--- config.mk ---
export PLATFORM = sky130hd
export DESIGN_NAME = daf_filter
export DESIGN_NICKNAME = d
export VERILOG_FILES = /design/src/rtl/daf_pkg.sv /design/src/rtl/daf_beat_tracker.sv /design/src/rtl/daf_crc_hash.sv /design/src/rtl/daf_addr_match.sv /design/src/rtl/daf_filter.sv
export SDC_FILE = /design/constraint.sdc
export NUM_CORES = 1
export LEC_CHECK = 0
export ABC_CLOCK_PERIOD_IN_PS = 4110
export BUFFER_PORTS_ARGS = -buffer_cell sky130_fd_sc_hd__buf_2
export CAP_MARGIN = 30
export CORE_MARGIN = 8
export CORE_UTILIZATION = 25
export CTS_CLUSTER_SIZE = 16
export DETAILED_ROUTE_END_ITERATION = 16
export HOLD_SLACK_MARGIN = 0.03
export SYNTH_ARGS = -nofsm -noshare
export SYNTH_HDL_FRONTEND = slang
export SYNTH_HIERARCHICAL = 1
export SYNTH_SLANG_ARGS = --single-unit
--- constraint.sdc ---
create_clock -name clk -period 4.11 [get_ports clk]
set_input_delay 0.2055 -clock clk [delete_from_list [all_inputs] [get_ports clk]]
set_output_delay 0.2055 -clock clk [all_outputs]
set_load 0.05 [all_outputs]
--- src/rtl/daf_pkg.sv ---
package daf_pkg;

  localparam int CFG_BCAST_BIT   = 2;
  localparam int CFG_MCAST_BIT   = 3;
  localparam int CFG_PROMISC_BIT = 4;

  typedef enum logic [1:0] {
    DA_UNICAST   = 2'd0,
    DA_MULTICAST = 2'd1,
    DA_BROADCAST = 2'd2
  } da_kind_e;

  // Advance a CRC-32 register by one byte, least significant bit first.
  function automatic logic [31:0] crc32_byte(input logic [31:0] state,
                                             input logic [7:0]  data,
                                             input logic [31:0] poly);
    logic [31:0] c;
    logic        fb;
    c = state;
    for (int i = 0; i < 8; i++) begin
      fb = c[31] ^ data[i];
      c  = {c[30:0], 1'b0};
      if (fb) c = c ^ poly;
    end
    return c;
  endfunction

endpackage

--- src/rtl/daf_beat_tracker.sv ---
module daf_beat_tracker #(
  parameter int ADDR_BYTES = 6,
  localparam int CNT_W = $clog2(ADDR_BYTES + 1)
) (
  input  logic             clk,
  input  logic             rst,
  input  logic             beat,
  input  logic             sof,
  output logic             take,
  output logic             first,
  output logic             last,
  output logic [CNT_W-1:0] pos
);

  localparam logic [CNT_W-1:0] IDLE_POS = CNT_W'(ADDR_BYTES);
  localparam logic [CNT_W-1:0] LAST_POS = CNT_W'(ADDR_BYTES - 1);

  logic [CNT_W-1:0] cnt_q;

  assign pos   = sof ? '0 : cnt_q;
  assign take  = beat & (sof | (cnt_q < IDLE_POS));
  assign first = take & sof;
  assign last  = take & (pos == LAST_POS);

  always_ff @(posedge clk) begin
    if (rst)       cnt_q <= IDLE_POS;
    else if (take) cnt_q <= pos + 1'b1;
  end

  assert_count_bounded_R7: assert property (@(posedge clk) disable iff (rst)
    cnt_q <= IDLE_POS);

  assert_restart_on_sof_R7: assert property (@(posedge clk) disable iff (rst)
    (beat && sof) |=> (cnt_q == CNT_W'(1)));

endmodule

--- src/rtl/daf_crc_hash.sv ---
module daf_crc_hash
  import daf_pkg::*;
#(
  parameter int          HASH_BITS = 6,
  parameter logic [31:0] CRC_POLY  = 32'h04C11DB7,
  parameter logic [31:0] CRC_SEED  = 32'hFFFFFFFF
) (
  input  logic                 clk,
  input  logic                 rst,
  input  logic                 take,
  input  logic                 first,
  input  logic [7:0]           data,
  output logic [HASH_BITS-1:0] bin
);

  logic [31:0] crc_q;
  logic [31:0] crc_base;
  logic [31:0] crc_nxt;

  assign crc_base = first ? CRC_SEED : crc_q;
  assign crc_nxt  = crc32_byte(crc_base, data, CRC_POLY);
  assign bin      = crc_nxt[31 -: HASH_BITS];

  always_ff @(posedge clk) begin
    if (rst)       crc_q <= CRC_SEED;
    else if (take) crc_q <= crc_nxt;
  end

endmodule

--- src/rtl/daf_addr_match.sv ---
module daf_addr_match #(
  parameter int ADDR_BYTES = 6,
  localparam int CNT_W  = $clog2(ADDR_BYTES + 1),
  localparam int ADDR_W = 8 * ADDR_BYTES
) (
  input  logic              clk,
  input  logic              rst,
  input  logic              take,
  input  logic              first,
  input  logic [CNT_W-1:0]  pos,
  input  logic [7:0]        data,
  input  logic [ADDR_W-1:0] station,
  output logic              bcast_now,
  output logic              group_now,
  output logic              ucast_now
);

  logic [ADDR_BYTES-1:0] byte_eq;
  logic                  bc_q, grp_q, uc_q;
  logic                  eq_sel;

  for (genvar g = 0; g < ADDR_BYTES; g++) begin : g_cmp
    assign byte_eq[g] = (data == station[8*g +: 8]);
  end

  assign eq_sel    = byte_eq[pos];
  assign bcast_now = (first | bc_q) & (&data);
  assign ucast_now = (first | uc_q) & eq_sel;
  assign group_now = first ? data[0] : grp_q;

  always_ff @(posedge clk) begin
    if (rst) begin
      bc_q  <= 1'b0;
      grp_q <= 1'b0;
      uc_q  <= 1'b0;
    end else if (take) begin
      bc_q  <= bcast_now;
      grp_q <= group_now;
      uc_q  <= ucast_now;
    end
  end

endmodule

--- src/rtl/daf_filter.sv ---
module daf_filter
  import daf_pkg::*;
#(
  parameter int          ADDR_BYTES = 6,
  parameter int          HASH_BITS  = 6,
  parameter logic [31:0] CRC_POLY   = 32'h04C11DB7,
  parameter logic [31:0] CRC_SEED   = 32'hFFFFFFFF,
  localparam int ADDR_W     = 8 * ADDR_BYTES,
  localparam int TABLE_BITS = 1 << HASH_BITS,
  localparam int CNT_W      = $clog2(ADDR_BYTES + 1)
) (
  input  logic                  clk,
  input  logic                  rst,
  input  logic                  in_valid,
  output logic                  in_ready,
  input  logic [7:0]            in_data,
  input  logic                  in_sof,
  input  logic [7:0]            cfg_rx,
  input  logic [ADDR_W-1:0]     station_addr,
  input  logic [TABLE_BITS-1:0] mcast_table,
  output logic                  dec_valid,
  output logic                  dec_accept,
  output logic [1:0]            dec_kind
);

  logic             beat, take, first, last;
  logic [CNT_W-1:0] pos;
  logic [HASH_BITS-1:0] bin;
  logic             bc_now, grp_now, uc_now;
  logic             is_mc, hit, acc;
  da_kind_e         kind;

  logic             valid_q, accept_q;
  da_kind_e         kind_q;

  assign in_ready = ~rst;
  assign beat     = in_valid & in_ready;

  daf_beat_tracker #(.ADDR_BYTES(ADDR_BYTES)) u_track (
    .clk(clk), .rst(rst), .beat(beat), .sof(in_sof),
    .take(take), .first(first), .last(last), .pos(pos)
  );

  daf_crc_hash #(.HASH_BITS(HASH_BITS), .CRC_POLY(CRC_POLY), .CRC_SEED(CRC_SEED)) u_hash (
    .clk(clk), .rst(rst), .take(take), .first(first), .data(in_data), .bin(bin)
  );

  daf_addr_match #(.ADDR_BYTES(ADDR_BYTES)) u_match (
    .clk(clk), .rst(rst), .take(take), .first(first), .pos(pos),
    .data(in_data), .station(station_addr),
    .bcast_now(bc_now), .group_now(grp_now), .ucast_now(uc_now)
  );

  assign is_mc = grp_now & ~bc_now;
  assign hit   = mcast_table[bin];
  assign kind  = bc_now ? DA_BROADCAST : (is_mc ? DA_MULTICAST : DA_UNICAST);

  always_comb begin
    unique case (kind)
      DA_BROADCAST: acc = cfg_rx[CFG_BCAST_BIT];
      DA_MULTICAST: acc = cfg_rx[CFG_MCAST_BIT] & hit;
      default:      acc = uc_now;
    endcase
    if (cfg_rx[CFG_PROMISC_BIT]) acc = 1'b1;
  end

  always_ff @(posedge clk) begin
    if (rst) begin
      valid_q  <= 1'b0;
      accept_q <= 1'b0;
      kind_q   <= DA_UNICAST;
    end else begin
      valid_q  <= last;
      accept_q <= last & acc;
      if (last) kind_q <= kind;
    end
  end

  assign dec_valid  = valid_q;
  assign dec_accept = accept_q;
  assign dec_kind   = kind_q;

  assert_pulse_after_last_R6: assert property (@(posedge clk) disable iff (rst)
    dec_valid |-> $past(last));

  assert_single_cycle_R6: assert property (@(posedge clk) disable iff (rst)
    dec_valid |=> !dec_valid);

  assert_quiet_accept_R6: assert property (@(posedge clk) disable iff (rst)
    !dec_valid |-> !dec_accept);

  assert_promisc_accepts_R1: assert property (@(posedge clk) disable iff (rst)
    (dec_valid && $past(cfg_rx[CFG_PROMISC_BIT])) |-> dec_accept);

  assert_bcast_gated_R2: assert property (@(posedge clk) disable iff (rst)
    (dec_valid && dec_kind == 2'd2 && !$past(cfg_rx[CFG_PROMISC_BIT])
     && !$past(cfg_rx[CFG_BCAST_BIT])) |-> !dec_accept);

  assert_mcast_gated_R3: assert property (@(posedge clk) disable iff (rst)
    (dec_valid && dec_kind == 2'd1 && !$past(cfg_rx[CFG_PROMISC_BIT])
     && !$past(cfg_rx[CFG_MCAST_BIT])) |-> !dec_accept);

  assert_ready_out_of_reset_R8: assert property (@(posedge clk)
    !rst |-> in_ready);

endmodule

==> summary.txt <==
Run status
  • Outcome: completed

Timing
  • Clock Skew: between 0.005 and 0.006 ns
  • Final critical-path required period: roughly 3.1 ns
  • Slew headroom: a little under half
  • Setup tns final: 0 ns
  • Setup violators final: 0
  • Achievable frequency: around 0.32 GHz
  • Final max-slew violation count: 0
  • Final Hold Viols: 0
  • Worst hold slack: 0.256 ns
  • RSZ-0062 raised after global routing: no
  • Crit share post-route: between 70% and 80%
  • Worst-margin pin slew: between 0.8 and 0.9 ns

Pwr
  • Sw Share: 34.3%
  • Pwr dens: ~400 mW/mm^2
  • Part of the power in registers: between 20% and 30%
  • Clk network pwr share: 25.3%
  • Total power: approximately 2.1 mW
  • Logic gate share of total power: a little over half
  • VDD IR max: 214 uV
  • Cell Int Power: approximately 1.4 mW
  • Leakage: about 2.1 nW
  • Net Sw Power: between 0.7 and 0.8 mW

CTS
  • Clk sinks: between 40 and 50
  • Postcts setup bufs: 0
  • CTS root buf: clkbuf_16
  • Clock buffer count from CTS: 5
  • Clk Latency, worst-skew pair: about 0.28 ns
  • Post-cts gate resize count: 0
  • Clock transition at the registers of the reported paths: 0.06 ns
  • CTS Hold Bufs: 0
  • CTS tree: done
  • Clock buffer depth: 2
  • H-Tree Level Count: 2

Logic synthesis
  • Cells after synthesis: approximately 470
  • Ys async rst share: 0%
  • Yosys warning total: 6
  • Yosys top cell area share: about a quarter
  • Register area share after synthesis: between 20% and 30%
  • Mapped Area: 0.00415 mm^2
  • Most frequent cells after synthesis: xnor2_1, nor2_1, dfxtp_1
  • Post-synth EDFFs: 0
  • Top cells by area, synth: xnor2_1, dfxtp_1, nor2_1
  • Mapped Nets: 600
  • Count leader, synth: xnor2_1
  • FF+latch count, synth: 42
  • Post-synth cell types: 53
  • Mapped Avg Cell Area: between 8 and 9 um^2
  • Yosys top cell by area: xnor2_1
  • Ys flop type: dfxtp_1

Floorplan
  • Die outline height: 145 um
  • Die W: 145 um
  • # IOs: around 140
  • Core Region: between 0.015 and 0.02 mm^2
  • Initial Util: between 20 and 30%
  • Die area: 0.0210 mm^2
  • Site row count: between 40 and 50

Global routing
  • Total gr overflow: 0
  • Largest net degree at the start of global routing: 29
  • First-pass GRT wire length: 19,200 um
  • Vias in the first global route: about 3,600
  • Global Route Usage Sum: a little under an eighth
  • Initial antenna violation count: 0

Worst setup path
  • Crit-path max cell delay: 0.55 ns
  • CP top delay family: XOR/XNOR gates
  • Setup CP Type: input port to flop
  • CP arrival: approximately 3.3 ns
  • CP Launch Type: input port
  • CP endpoint kind: flop
  • Buf+Inv Stages, Crit Path: 2
  • Cells along the critical path: buf_2, nor2b_1, and2_1, buf_4, nor2_1, xnor2_1, xnor2_1, xnor2_1, mux4_2, mux2i_1, mux2i_1, mux2i_1, o211ai_1
  • Crit-path slowest cell: xnor2_1
  • Worst Path Required: roughly 4.3 ns
  • CP Max Fanout: 12

Finish
  • Final core utilization: a little under a third
  • Fraction of layout cells with a size suffix above 1: roughly a third
  • Synthesis-to-layout area growth: 24.6%
  • Fin nets: approximately 710
  • Diode count: 0

Run
  • Max-cap viol count: 0

Detailed routing
  • DR vias: between 3,000 and 4,000
  • WL/cell: roughly 15 um
  • First-pass DRT Iterations: 4
  • DRC Markers: 0
  • Antenna Nets Post-Route: 0
  • Via density: around 4.5
  • First DRT Iteration DRCs: between 150 and 200
  • Drt total wl: between 10,000 and 15,000 um

Placed design
  • HPWL after DPL: roughly 9700 um
  • RePlAce Congestion: between 0.8 and 0.9
  • IO buf count: between 100 and 150

Worst hold path
  • Hold Crit Class: input port to flop
[worst min-delay path, stage by stage]
cell	delay (ns)
buf_2	0.10
nand4_1	0.08
o211ai_1	0.09
[metrics by stage]
| step | worst slack (ns) | instance area, um^2 | instances |
|---|---|---|---|
| after floorplan | 1.09 | 4150 | 466 |
| after global placement | 0.524 | 4960 | 792 |
| after detailed placement | 0.685 | 4980 | 793 |
| after CTS | 0.966 | 5170 | 801 |
| after global routing | 0.742 | 5170 | 801 |
| final | 0.987 | 5170 | 801 |
[final cells by class]
type / count / area [um^2]
fillers: 1705 / 11200
multi-input cells: 373 / 3020
flip-flops and latches: 42 / 841
repair buffers: 151 / 810
well taps: 220 / 275
clock buffers: 5 / 125
clock inverters: 3 / 68.8
inverters: 7 / 28.8
[power by group through the flow]
stage	registers [mW]	logic, mW	clock network, mW
5_1_grt	0.469	1.17	0.550
6_report	0.466	1.07	0.522
3_3_place_gp	0.474	1.06	0
2_1_floorplan	0.458	0.908	0
3_5_place_dp	0.474	1.07	0
4_1_cts	0.465	1.08	0.532
[flip-flops by register name (all words and copies together), names as in the netlist]
name	cells
u_hash/crc_q	32
u_track/cnt_q	3
dec_kind	2
dec_accept	1
dec_valid	1
u_match/bc_q	1
u_match/grp_q	1
u_match/uc_q	1
[cell families (layout without fill, tap and decap cells)]
logic type | after synthesis | after routing | synth area share, %
compound gates | 51 | 51 | 8.54
xor+xnor | 156 | 156 | 35.5
fa+ha+maj | 2 | 2 | 0.603
buf+inv | 51 | 166 | 7.06
flops | 42 | 42 | 20.3
mux | 32 | 32 | 13.1
simple gates | 132 | 132 | 14.9
[cell usage in the layout (no fill, tap or decap), types with 2 or more instances in the layout]
master / n
mux2i_1: 15
ha_1: 2
xnor2_1: 123
mux4_2: 10
o21ai_1: 3
o211ai_1: 11
buf_2: 131
a21oi_1: 7
and4_1: 2
nand2_1: 14
buf_4: 19
bufinv_16: 2
mux4_1: 6
a211o_1: 6
nor4_1: 3
o21ai_0: 13
dfxtp_1: 42
xor2_1: 22
nor2b_1: 7
nand3_1: 9
nor2_1: 68
xnor3_1: 2
nand3b_1: 3
nand4_1: 9
xnor2_2: 7
inv_1: 5
clkbuf_16: 5
nor3_1: 10
[routing by layer]
layer	global-route usage (%)	part of all wire, %
met5	0	0
met4	1.81	0.43
met3	2.36	8.3
met2	20.7	47
met1	14.6	44
[final timing paths]
check / cells past startpoint / end / from / slack, ns
hold / removal: 3 / dec_accept / cfg_rx[3] / 0.26
setup reg to reg: 11 / dec_accept / u_hash/crc_q[29] / 1.02
hold reg to reg: 1 / u_track/cnt_q[0] / u_track/cnt_q[0] / 0.46
setup / recovery: 13 / dec_accept / rst / 0.99
No activity file was read; power rests on OpenSTA's default activity.
